--- config.mk ---
export PLATFORM = sky130hd
export DESIGN_NAME = core_pwr_seq
export DESIGN_NICKNAME = d
export VERILOG_FILES = /design/src/rtl/core_pwr_pkg.sv /design/src/rtl/core_pwr_queue.sv /design/src/rtl/core_pwr_fsm.sv /design/src/rtl/core_pwr_seq.sv
export SDC_FILE = /design/constraint.sdc
export NUM_CORES = 1
export LEC_CHECK = 0
export ABC_AREA = 1
export CORE_ASPECT_RATIO = 0.7
export CORE_MARGIN = 2
export CORE_UTILIZATION = 45
export DETAILED_ROUTE_END_ITERATION = 10
export PLACE_DENSITY = 0.78
export SLEW_MARGIN = 10
export SYNTH_ARGS = -nofsm -noshare
export SYNTH_HDL_FRONTEND = slang
export SYNTH_SLANG_ARGS = --single-unit
--- constraint.sdc ---
create_clock -name clk_i -period 5.2 [get_ports clk_i]
set_input_delay 1.3 -clock clk_i [delete_from_list [all_inputs] [get_ports clk_i]]
set_output_delay 1.3 -clock clk_i [all_outputs]
set_load 0.05 [all_outputs]
--- src/rtl/core_pwr_pkg.sv ---
package core_pwr_pkg;
  localparam logic [1:0] PWR_OFF = 2'b00;
  localparam logic [1:0] PWR_UP  = 2'b01;
  localparam logic [1:0] PWR_DN  = 2'b10;
  localparam logic [1:0] PWR_ON  = 2'b11;

  typedef enum logic [2:0] {
    SQ_IDLE,
    SQ_WFI,
    SQ_DN_ISO,
    SQ_DN_CLAMP,
    SQ_DN_SW,
    SQ_UP_SW,
    SQ_UP_CLAMP
  } seq_state_e;
endpackage

--- src/rtl/core_pwr_queue.sv ---
module core_pwr_queue #(
  parameter int NUM_CORES = 4,
  parameter int DEPTH     = 8,
  parameter int IDX_W     = 2
) (
  input  logic                 clk_i,
  input  logic                 rst_ni,
  input  logic                 push_i,
  input  logic [IDX_W-1:0]     push_core_i,
  input  logic                 push_on_i,
  input  logic                 pop_i,
  output logic                 full_o,
  output logic                 empty_o,
  output logic [IDX_W-1:0]     head_core_o,
  output logic                 head_on_o,
  output logic [NUM_CORES-1:0] core_hit_o,
  output logic [NUM_CORES-1:0] later_on_o
);
  localparam int PTR_W = $clog2(DEPTH);
  localparam int CNT_W = PTR_W + 1;

  logic [IDX_W-1:0] core_mem [DEPTH];
  logic [DEPTH-1:0] on_mem;
  logic [PTR_W-1:0] rd_ptr, wr_ptr;
  logic [CNT_W-1:0] cnt_q;
  logic push_ok, pop_ok;

  assign full_o  = cnt_q == CNT_W'(DEPTH);
  assign empty_o = cnt_q == '0;
  assign push_ok = push_i && !full_o;
  assign pop_ok  = pop_i && !empty_o;
  assign head_core_o = core_mem[rd_ptr];
  assign head_on_o   = on_mem[rd_ptr];

  always_ff @(posedge clk_i or negedge rst_ni) begin
    if (!rst_ni) begin
      rd_ptr <= '0;
      wr_ptr <= '0;
      cnt_q  <= '0;
      on_mem <= '0;
    end else begin
      if (push_ok) begin
        on_mem[wr_ptr] <= push_on_i;
        wr_ptr         <= wr_ptr + 1'b1;
      end
      if (pop_ok) rd_ptr <= rd_ptr + 1'b1;
      case ({push_ok, pop_ok})
        2'b10:   cnt_q <= cnt_q + 1'b1;
        2'b01:   cnt_q <= cnt_q - 1'b1;
        default: cnt_q <= cnt_q;
      endcase
    end
  end

  always_ff @(posedge clk_i) begin
    if (push_ok) core_mem[wr_ptr] <= push_core_i;
  end

  // occupancy scan: any entry per core, and any power-on behind the head
  always_comb begin
    core_hit_o = '0;
    later_on_o = '0;
    for (int i = 0; i < DEPTH; i++) begin
      logic [PTR_W-1:0] off;
      off = PTR_W'(i) - rd_ptr;
      if ({1'b0, off} < cnt_q) begin
        core_hit_o[core_mem[i]] = 1'b1;
        if (off != '0 && on_mem[i]) later_on_o[core_mem[i]] = 1'b1;
      end
    end
  end
endmodule

--- src/rtl/core_pwr_fsm.sv ---
module core_pwr_fsm
  import core_pwr_pkg::*;
#(
  parameter int NUM_CORES = 4,
  parameter int IDX_W     = 2,
  parameter int WAIT_W    = 8
) (
  input  logic                      clk_i,
  input  logic                      rst_ni,
  input  logic                      q_empty_i,
  input  logic [IDX_W-1:0]          head_core_i,
  input  logic                      head_on_i,
  input  logic [NUM_CORES-1:0]      later_on_i,
  input  logic [NUM_CORES-1:0]      wfi_i,
  input  logic [WAIT_W-1:0]         wait_i,
  output logic                      pop_o,
  output logic [NUM_CORES-1:0][1:0] status_o,
  output logic [NUM_CORES-1:0]      iso_o,
  output logic [NUM_CORES-1:0]      clamp_o,
  output logic [NUM_CORES-1:0]      pwr_en_o
);
  seq_state_e st_q;
  logic [WAIT_W-1:0] cnt_q;
  logic [1:0] head_tgt;
  logic step_done;

  assign head_tgt  = head_on_i ? PWR_ON : PWR_OFF;
  // zero wait acts as one cycle
  assign step_done = ({1'b0, cnt_q} + (WAIT_W+1)'(1)) >= {1'b0, wait_i};

  always_comb begin
    pop_o = 1'b0;
    unique case (st_q)
      SQ_IDLE:                pop_o = !q_empty_i && (status_o[head_core_i] == head_tgt);
      SQ_WFI:                 pop_o = later_on_i[head_core_i];
      SQ_DN_SW, SQ_UP_CLAMP:  pop_o = step_done;
      default:                pop_o = 1'b0;
    endcase
  end

  always_ff @(posedge clk_i or negedge rst_ni) begin
    if (!rst_ni) begin
      st_q     <= SQ_IDLE;
      cnt_q    <= '0;
      status_o <= {NUM_CORES{PWR_ON}};
      iso_o    <= '0;
      clamp_o  <= '0;
      pwr_en_o <= '1;
    end else begin
      unique case (st_q)
        SQ_IDLE: begin
          if (!q_empty_i && status_o[head_core_i] != head_tgt) begin
            if (head_on_i) begin
              status_o[head_core_i] <= PWR_UP;
              pwr_en_o[head_core_i] <= 1'b1;
              cnt_q <= '0;
              st_q  <= SQ_UP_SW;
            end else begin
              st_q <= SQ_WFI;
            end
          end
        end
        SQ_WFI: begin
          if (later_on_i[head_core_i]) begin
            st_q <= SQ_IDLE;
          end else if (wfi_i[head_core_i]) begin
            status_o[head_core_i] <= PWR_DN;
            iso_o[head_core_i]    <= 1'b1;
            cnt_q <= '0;
            st_q  <= SQ_DN_ISO;
          end
        end
        SQ_DN_ISO: begin
          if (step_done) begin
            clamp_o[head_core_i] <= 1'b1;
            cnt_q <= '0;
            st_q  <= SQ_DN_CLAMP;
          end else cnt_q <= cnt_q + 1'b1;
        end
        SQ_DN_CLAMP: begin
          if (step_done) begin
            pwr_en_o[head_core_i] <= 1'b0;
            cnt_q <= '0;
            st_q  <= SQ_DN_SW;
          end else cnt_q <= cnt_q + 1'b1;
        end
        SQ_DN_SW: begin
          if (step_done) begin
            status_o[head_core_i] <= PWR_OFF;
            st_q <= SQ_IDLE;
          end else cnt_q <= cnt_q + 1'b1;
        end
        SQ_UP_SW: begin
          if (step_done) begin
            clamp_o[head_core_i] <= 1'b0;
            cnt_q <= '0;
            st_q  <= SQ_UP_CLAMP;
          end else cnt_q <= cnt_q + 1'b1;
        end
        SQ_UP_CLAMP: begin
          if (step_done) begin
            iso_o[head_core_i]    <= 1'b0;
            status_o[head_core_i] <= PWR_ON;
            st_q <= SQ_IDLE;
          end else cnt_q <= cnt_q + 1'b1;
        end
        default: st_q <= SQ_IDLE;
      endcase
    end
  end
endmodule

--- src/rtl/core_pwr_seq.sv ---
module core_pwr_seq
  import core_pwr_pkg::*;
#(
  parameter int NUM_CLUSTERS      = 2,
  parameter int CORES_PER_CLUSTER = 2,
  parameter int QUEUE_DEPTH       = 8,
  parameter int WAIT_W            = 8,
  parameter int WAIT_INIT         = 4,
  parameter int ADDR_W            = 4,
  parameter int DATA_W            = 32,
  localparam int NUM_CORES        = NUM_CLUSTERS * CORES_PER_CLUSTER
) (
  input  logic                 clk_i,
  input  logic                 rst_ni,
  input  logic                 we_i,
  input  logic [ADDR_W-1:0]    addr_i,
  input  logic [DATA_W-1:0]    wdata_i,
  output logic [DATA_W-1:0]    rdata_o,
  input  logic [NUM_CORES-1:0] wfi_i,
  output logic [NUM_CORES-1:0] iso_o,
  output logic [NUM_CORES-1:0] clamp_o,
  output logic [NUM_CORES-1:0] pwr_en_o
);
  localparam int IDX_W = $clog2(NUM_CORES);

  logic [NUM_CORES-1:0][1:0] core_status;
  logic [NUM_CORES-1:0] core_hit, later_on;
  logic [IDX_W-1:0] head_core, wr_core;
  logic head_on, q_full, q_empty, pop;
  logic is_core, is_glb, code_ok, redundant, push;
  logic [1:0] req_val;
  logic [WAIT_W-1:0] wait_q;
  logic ovf_q;
  logic unused_wdata;

  assign is_core   = addr_i < ADDR_W'(NUM_CORES);
  assign is_glb    = addr_i == ADDR_W'(NUM_CORES);
  assign wr_core   = addr_i[IDX_W-1:0];
  assign req_val   = wdata_i[1:0];
  assign code_ok   = (req_val == PWR_ON) || (req_val == PWR_OFF);
  assign redundant = (core_status[wr_core] == req_val) && !core_hit[wr_core];
  assign push      = we_i && is_core && code_ok && !redundant;
  assign unused_wdata = ^wdata_i[DATA_W-1:WAIT_W];

  always_ff @(posedge clk_i or negedge rst_ni) begin
    if (!rst_ni) begin
      wait_q <= WAIT_W'(WAIT_INIT);
      ovf_q  <= 1'b0;
    end else begin
      if (we_i && is_glb) wait_q <= wdata_i[WAIT_W-1:0];
      if (push && q_full) ovf_q <= 1'b1;
    end
  end

  always_comb begin
    rdata_o = '0;
    if (is_core) begin
      rdata_o[1:0] = core_status[wr_core];
    end else if (is_glb) begin
      rdata_o[WAIT_W-1:0] = wait_q;
      rdata_o[WAIT_W]     = ovf_q;
    end
  end

  core_pwr_queue #(
    .NUM_CORES(NUM_CORES), .DEPTH(QUEUE_DEPTH), .IDX_W(IDX_W)
  ) u_queue (
    .clk_i       (clk_i),
    .rst_ni      (rst_ni),
    .push_i      (push),
    .push_core_i (wr_core),
    .push_on_i   (req_val == PWR_ON),
    .pop_i       (pop),
    .full_o      (q_full),
    .empty_o     (q_empty),
    .head_core_o (head_core),
    .head_on_o   (head_on),
    .core_hit_o  (core_hit),
    .later_on_o  (later_on)
  );

  core_pwr_fsm #(
    .NUM_CORES(NUM_CORES), .IDX_W(IDX_W), .WAIT_W(WAIT_W)
  ) u_fsm (
    .clk_i       (clk_i),
    .rst_ni      (rst_ni),
    .q_empty_i   (q_empty),
    .head_core_i (head_core),
    .head_on_i   (head_on),
    .later_on_i  (later_on),
    .wfi_i       (wfi_i),
    .wait_i      (wait_q),
    .pop_o       (pop),
    .status_o    (core_status),
    .iso_o       (iso_o),
    .clamp_o     (clamp_o),
    .pwr_en_o    (pwr_en_o)
  );
endmodule

-- After elaboration in Yosys (flattened, before gate mapping)
Memories as Yosys holds them, arrays and structs flattened.
Cells that the tools add are included.
- add/sub/neg operators: 14
- order comparisons: 32
- eq/ne operators: 26
- muxes and demuxes: 101
- bitwise gates (word level): 30
- reduce and logical (&&, ||, !) cells: 58
- operators by type and width (cell ; count):
    4-bit two-way mux ; 32
    8-bit two-way mux ; 12
    4-bit bitwise OR ; 19
    8-bit case mux with 4 select lines ; 2
    3-bit by 4-bit < comparator with 1-bit output ; 8
    4-bit case mux with 2 select lines ; 4
    2-bit by 3-bit < comparator with 1-bit output (second input constant) ; 10
    1-bit logical AND ; 28
    3-bit two-way mux ; 8
    3-bit nonzero test ; 8
    4-bit AND ; 5
    1-bit demux with 2-bit select ; 9
    2-bit by 1-bit greater-or-equal comparator with 1-bit output (second input constant) ; 9
    2-bit by 1-bit != test with 1-bit output (second input constant) ; 9
    3-bit case mux with 6 select lines ; 1
    1-bit two-way mux ; 16
    4-bit inverter ; 3
    6-bit AND reduction ; 2
    3-bit subtractor (first input constant) ; 4
    2-bit two-way mux ; 5
    8-bit by 1-bit adder with 9-bit output (second input constant) ; 1
    3-bit == test (second input constant) ; 3
    9-bit by 8-bit greater-or-equal comparator with 1-bit output ; 1
    9-bit two-way mux ; 1
    other kinds (42) ; 61
- bits in registers: 58
- memory bits (writable): 16
- output and inout port bits: 44
- memories: 1
- memory list (name ; words ; width ; read ports ; clocked after memory_dff ; write ports ; line ; RTL):
    u_queue.core_mem ; 8 ; 2 ; 9 ; 0 ; 1 ; core_pwr_queue.sv:22 ; logic [IDX_W-1:0] core_mem [DEPTH];

-- Longest topological paths before layout
An unclocked memory read counts as a cell.
- depth in word-level cells: 34
- depth in mapped cells: 32

-- Hierarchy
From an unflattened synthesis, not the netlist that was laid out.
- cell total of the unflattened synthesis: 892
- area, all modules: 6288.5 um2
- by module, submodules not included (module ; times used ; cells each ; area an instance (um2)):
    core_pwr_queue ; 1 ; 427 ; 2955.3
    core_pwr_fsm ; 1 ; 353 ; 2501.1
    core_pwr_seq ; 1 ; 112 ; 832.0

-- Least setup slack after synthesis
Ideal clock, no wire load.
- path type: input to output
- start point: input port addr_i[1]
- end point: output port rdata_o[0]
- arrival: 2.837 ns
- slack: 1.063 ns
- stages on the path: 5
- path buffers: 0
- path through: inv_1 > nand2_1 > o221ai_1 > inv_1 > o21ai_0
- longest elaborated chain between the ends: 3
- elaborated cells between the ends (all ways): 6
- classes of those cells: order compare: 1; eq/ne: 1; mux: 4
- RTL lines (element ; line ; RTL):
    from (decl) ; core_pwr_seq.sv:16 ; input logic [ADDR_W-1:0] addr_i,
    branches (longest 2 deep; another with 4-bit by 3-bit < comparator with 1-bit output) ; n/a ;
    2-bit two-way mux * ; core_pwr_seq.sv:57 ; if (is_core) begin
    to (decl) ; core_pwr_seq.sv:18 ; output logic [DATA_W-1:0] rdata_o,
Mark *: on every way between the ends. The select of a mux whose other input is x is not followed.

-- Worst setup path in the final report
- start point: register u_queue.rd_ptr[0]
- end point: register u_queue.cnt_q[3]
- longest elaborated chain between the ends: 32
- elaborated cells between the ends (all ways): 93
- classes of those cells: add/sub: 8; order compare: 8; eq/ne: 3; mux: 35; bitwise: 14; reduce/logical: 24; memory: 1
- RTL lines (element ; line ; RTL):
    from (decl) ; core_pwr_queue.sv:24 ; logic [PTR_W-1:0] rd_ptr, wr_ptr;
    from (signal assigned) ; core_pwr_queue.sv:46 ; if (pop_ok) rd_ptr <= rd_ptr + 1'b1;
    branches (longest 32 deep; another with 3-bit by 4-bit < comparator with 1-bit output) ; n/a ;
    to (signal assigned) ; core_pwr_queue.sv:48 ; 2'b10: cnt_q <= cnt_q + 1'b1;
    to (signal assigned) ; core_pwr_queue.sv:49 ; 2'b01: cnt_q <= cnt_q - 1'b1;
    to (signal assigned) ; core_pwr_queue.sv:50 ; default: cnt_q <= cnt_q;
    to (decl) ; core_pwr_queue.sv:25 ; logic [CNT_W-1:0] cnt_q;
Several ways; the timed one is not identified. The select of a mux whose other input is x is not followed.
A chain may end at the register's enable or synchronous reset.

==> metrics.txt <==
status complete, no violations; portion of the post-synthesis area used by sequential elements 33.2%; RSZ-0062 raised after global routing no; Post-Place Cell Area 6320 sq um; maximum clock frequency 212 MHz; count of nets after finishing 958; FP Rows 34; clock tree from TritonCTS built; total wire length after detailed routing 14.9 mm; classification of the worst-slack hold path reg -> reg; cell with the most instances after synthesis sky130_fd_sc_hd__nand2_1; wire length of the first global-routing pass 24.6 mm; R2R setup slack 490 ps; total power of the final layout 4060 uW; highest ir drop seen on vdd 0.267 mV; Detailed Routing Iterations Pass 1 5; placed instance count 1032; latest clock arrival within the worst-skew pair 340 ps; type of the worst setup path reg -> reg; number of DRC violations after detailed routing 0; Die Footprint 14000 sq um; RePlAce Congestion 0.985; met1 usage 35.5%; final cycle utilization of the critical path 90.6%; total number of clock tree sinks 74; post-synthesis async set-or-reset flop share 78.4%; CP cell instances ha_1 -> ha_1 -> inv_1 -> ha_1 -> inv_1 -> nor2_1 -> a21boi_1 -> nand3_1 -> nand2_1 -> nor3_1 -> nand3b_1 -> nand3_1 -> nand2_2 -> nand3_2 -> ha_1 -> ha_1 -> nand2_1 -> nor2_1 -> a211oi_1 -> nor2_1 -> nor2_1 -> nand2_1 -> xor2_1; overflow left after global routing 0; post-cts repair resize count 0; worst max-slew margin expressed relative to the limit 50.7%; cell repeated most along the worst path sky130_fd_sc_hd__ha_1; number of enable-type register cells in the synthesized netlist 16; height of the die 99.5 microns; slew at the pin closest to its max-slew limit 740 ps; setup skew after layout 9.68 ps; largest net degree at the start of global routing 59; antenna-violating nets left 0; crit-path max cell delay 580 ps; main flop type after synthesis sky130_fd_sc_hd__dfrtp_1; Max Transition Viols Final 0; critical path startpoint category flip-flop; Post-CTS Hold Fix Bufs 0; dominant delay contributor by cell family on the critical path adder cells; Root Driver sky130_fd_sc_hd__clkbuf_16; cell area after technology mapping 5860 sq um; mean area per synthesized cell 7.04 sq um; Period minus WS final 4710 ps; number of warnings reported in the yosys synthesis log 0; cell types with the highest counts after synthesis 247 x sky130_fd_sc_hd__nand2_1, 108 x sky130_fd_sc_hd__inv_1, 94 x sky130_fd_sc_hd__nor2_1; LEAKAGE 0.00346 uW; share of cells above drive strength 1 8.80%; setup TNS 0 ps; Unique masters post-synth 48; number of antenna violations at the first check in global routing 0; final setup vio count 0; total count of hold-check failures in the final report 0; area of the placeable core 12500 sq um; power per cell area 612 nW/um^2; per-cell routed wire length 14.2 microns; area share of the leading cell type in the synthesized netlist 19.2%; H-tree lvl count 3; DRT iter0 DRCs 642; slowest stage cell, crit path sky130_fd_sc_hd__dfrtp_1; Post-Synthesis Cells 833; Bufs on Longest Clock Path 2; worst-path maximum fanout 15; starting density of the core 46.7%; I/O pin total 87; cell taking the most area after synthesis sky130_fd_sc_hd__dfrtp_1; number of setup buffers added after CTS 0; Most Used Layer, Global Route met1; met3 Usage GRT 4.96%; port buffer count 39; area overhead of the layout relative to synthesis 13.2%; clock slew at reported path FFs 60 ps; Final Cell Area 6640 sq um; vias per inst 5.24; post-synthesis sequential element count 74; count of max-cap constraint violations 0; Die Width 140 microns; critical path data arrival time 4930 ps; required time reported for the critical path endpoint 5420 ps; met2 GRT Util 30.5%; Layout Cells excl Fill 1048; antenna cell count 0; via count 5489; leading post-synthesis cells by cell area sky130_fd_sc_hd__dfrtp_1 19%, sky130_fd_sc_hd__nand2_1 16%, sky130_fd_sc_hd__edfxtp_1 8.2%, sky130_fd_sc_hd__ha_1 7.0%, sky130_fd_sc_hd__inv_1 6.9%; kind of capture point of the worst setup path flip-flop; number of clock buffers inserted by TritonCTS 9; WP buf/inv 2; half-perimeter wire length after placement 11.6 mm; combined global-route utilization of all metal layers 22.2%; vias in the first global route 4786
-- metal layers --
metal | vias up | routed length, microns
li1 | 2765 | -
met4 | 0 | 110
met5 | - | 0
met3 | 16 | 1260
met1 | 2492 | 7800
met2 | 216 | 5740
-- cell families after synthesis --
kind of cell             share of synthesized area, %
AND/OR/NAND/NOR                                  36.9
buffers and inverters                            11.4
AO/OA/AOI/OAI                                    9.28
flip-flops                                       33.2
adder cells (fa/ha/maj)                          7.38
XOR/XNOR                                         1.79
other                                          0.0640
-- cells in the final DEF, fill, tap and decap left out, drive strengths merged, types with 2 or more instances in the layout --
cell type,n
o211ai,4
o221ai,2
clkinv,3
o21bai,3
inv,118
clkdlybuf4s50,29
nand2,253
conb,23
a21oi,21
o21ai,46
xor2,10
buf,15
a21boi,7
nand3b,19
xnor2,2
nor2,99
dfstp,13
clkinvlp,2
a211oi,2
dfrtp,45
ha,33
edfxtp,16
clkbuf,9
nand3,50
or2,2
nand4,46
nor3,7
-- power breakdown --
| part | switching [uW] | internal, uW |
|---|---|---|
| registers | 172 | 785 |
| clock network | 273 | 382 |
| logic | 1680 | 770 |
-- stage by stage --
step           worst slack (ps)  util, %  hold WS (ps)
5_1_grt                     125     52.9           497
6_report                    489     52.9           461
2_1_floorplan              1060        -           422
4_1_cts                     485     52.9           470
3_3_place_gp                533     50.4           440
3_5_place_dp                472     50.4           454
-- final cells by class --
| cell class | count | area, sq um |
|---|---|---|
| repair buffers | 44 | 400 |
| multi-input cells | 635 | 3340 |
| inverters | 117 | 439 |
| well taps | 162 | 203 |
| clock buffers | 9 | 225 |
| fillers | 1228 | 5910 |
| clock inverters | 7 | 85.1 |
| flip-flops and latches | 74 | 1950 |
-- tightest hold or removal path, stage by stage (launching register included) --
cell and delay (ps):
sky130_fd_sc_hd__dfrtp_1 320, sky130_fd_sc_hd__inv_1 50, sky130_fd_sc_hd__nand2_1 60
-- path summary, 6_finish.rpt --
| kind | endpoint | startpoint | cells after the start |
|---|---|---|---|
| worst min register to register | ovf_q | ovf_q | 2 |
| max in group asynchronous | u_queue.rd_ptr[2] | rst_ni | 2 |
| min in group asynchronous | wait_q[5] | rst_ni | 2 |
| worst min-delay path | ovf_q | ovf_q | 2 |
| worst max register to register | u_queue.cnt_q[3] | u_queue.rd_ptr[0] | 23 |
| worst max-delay path | u_queue.cnt_q[3] | u_queue.rd_ptr[0] | 23 |
(Power assumes the default switching activity.)
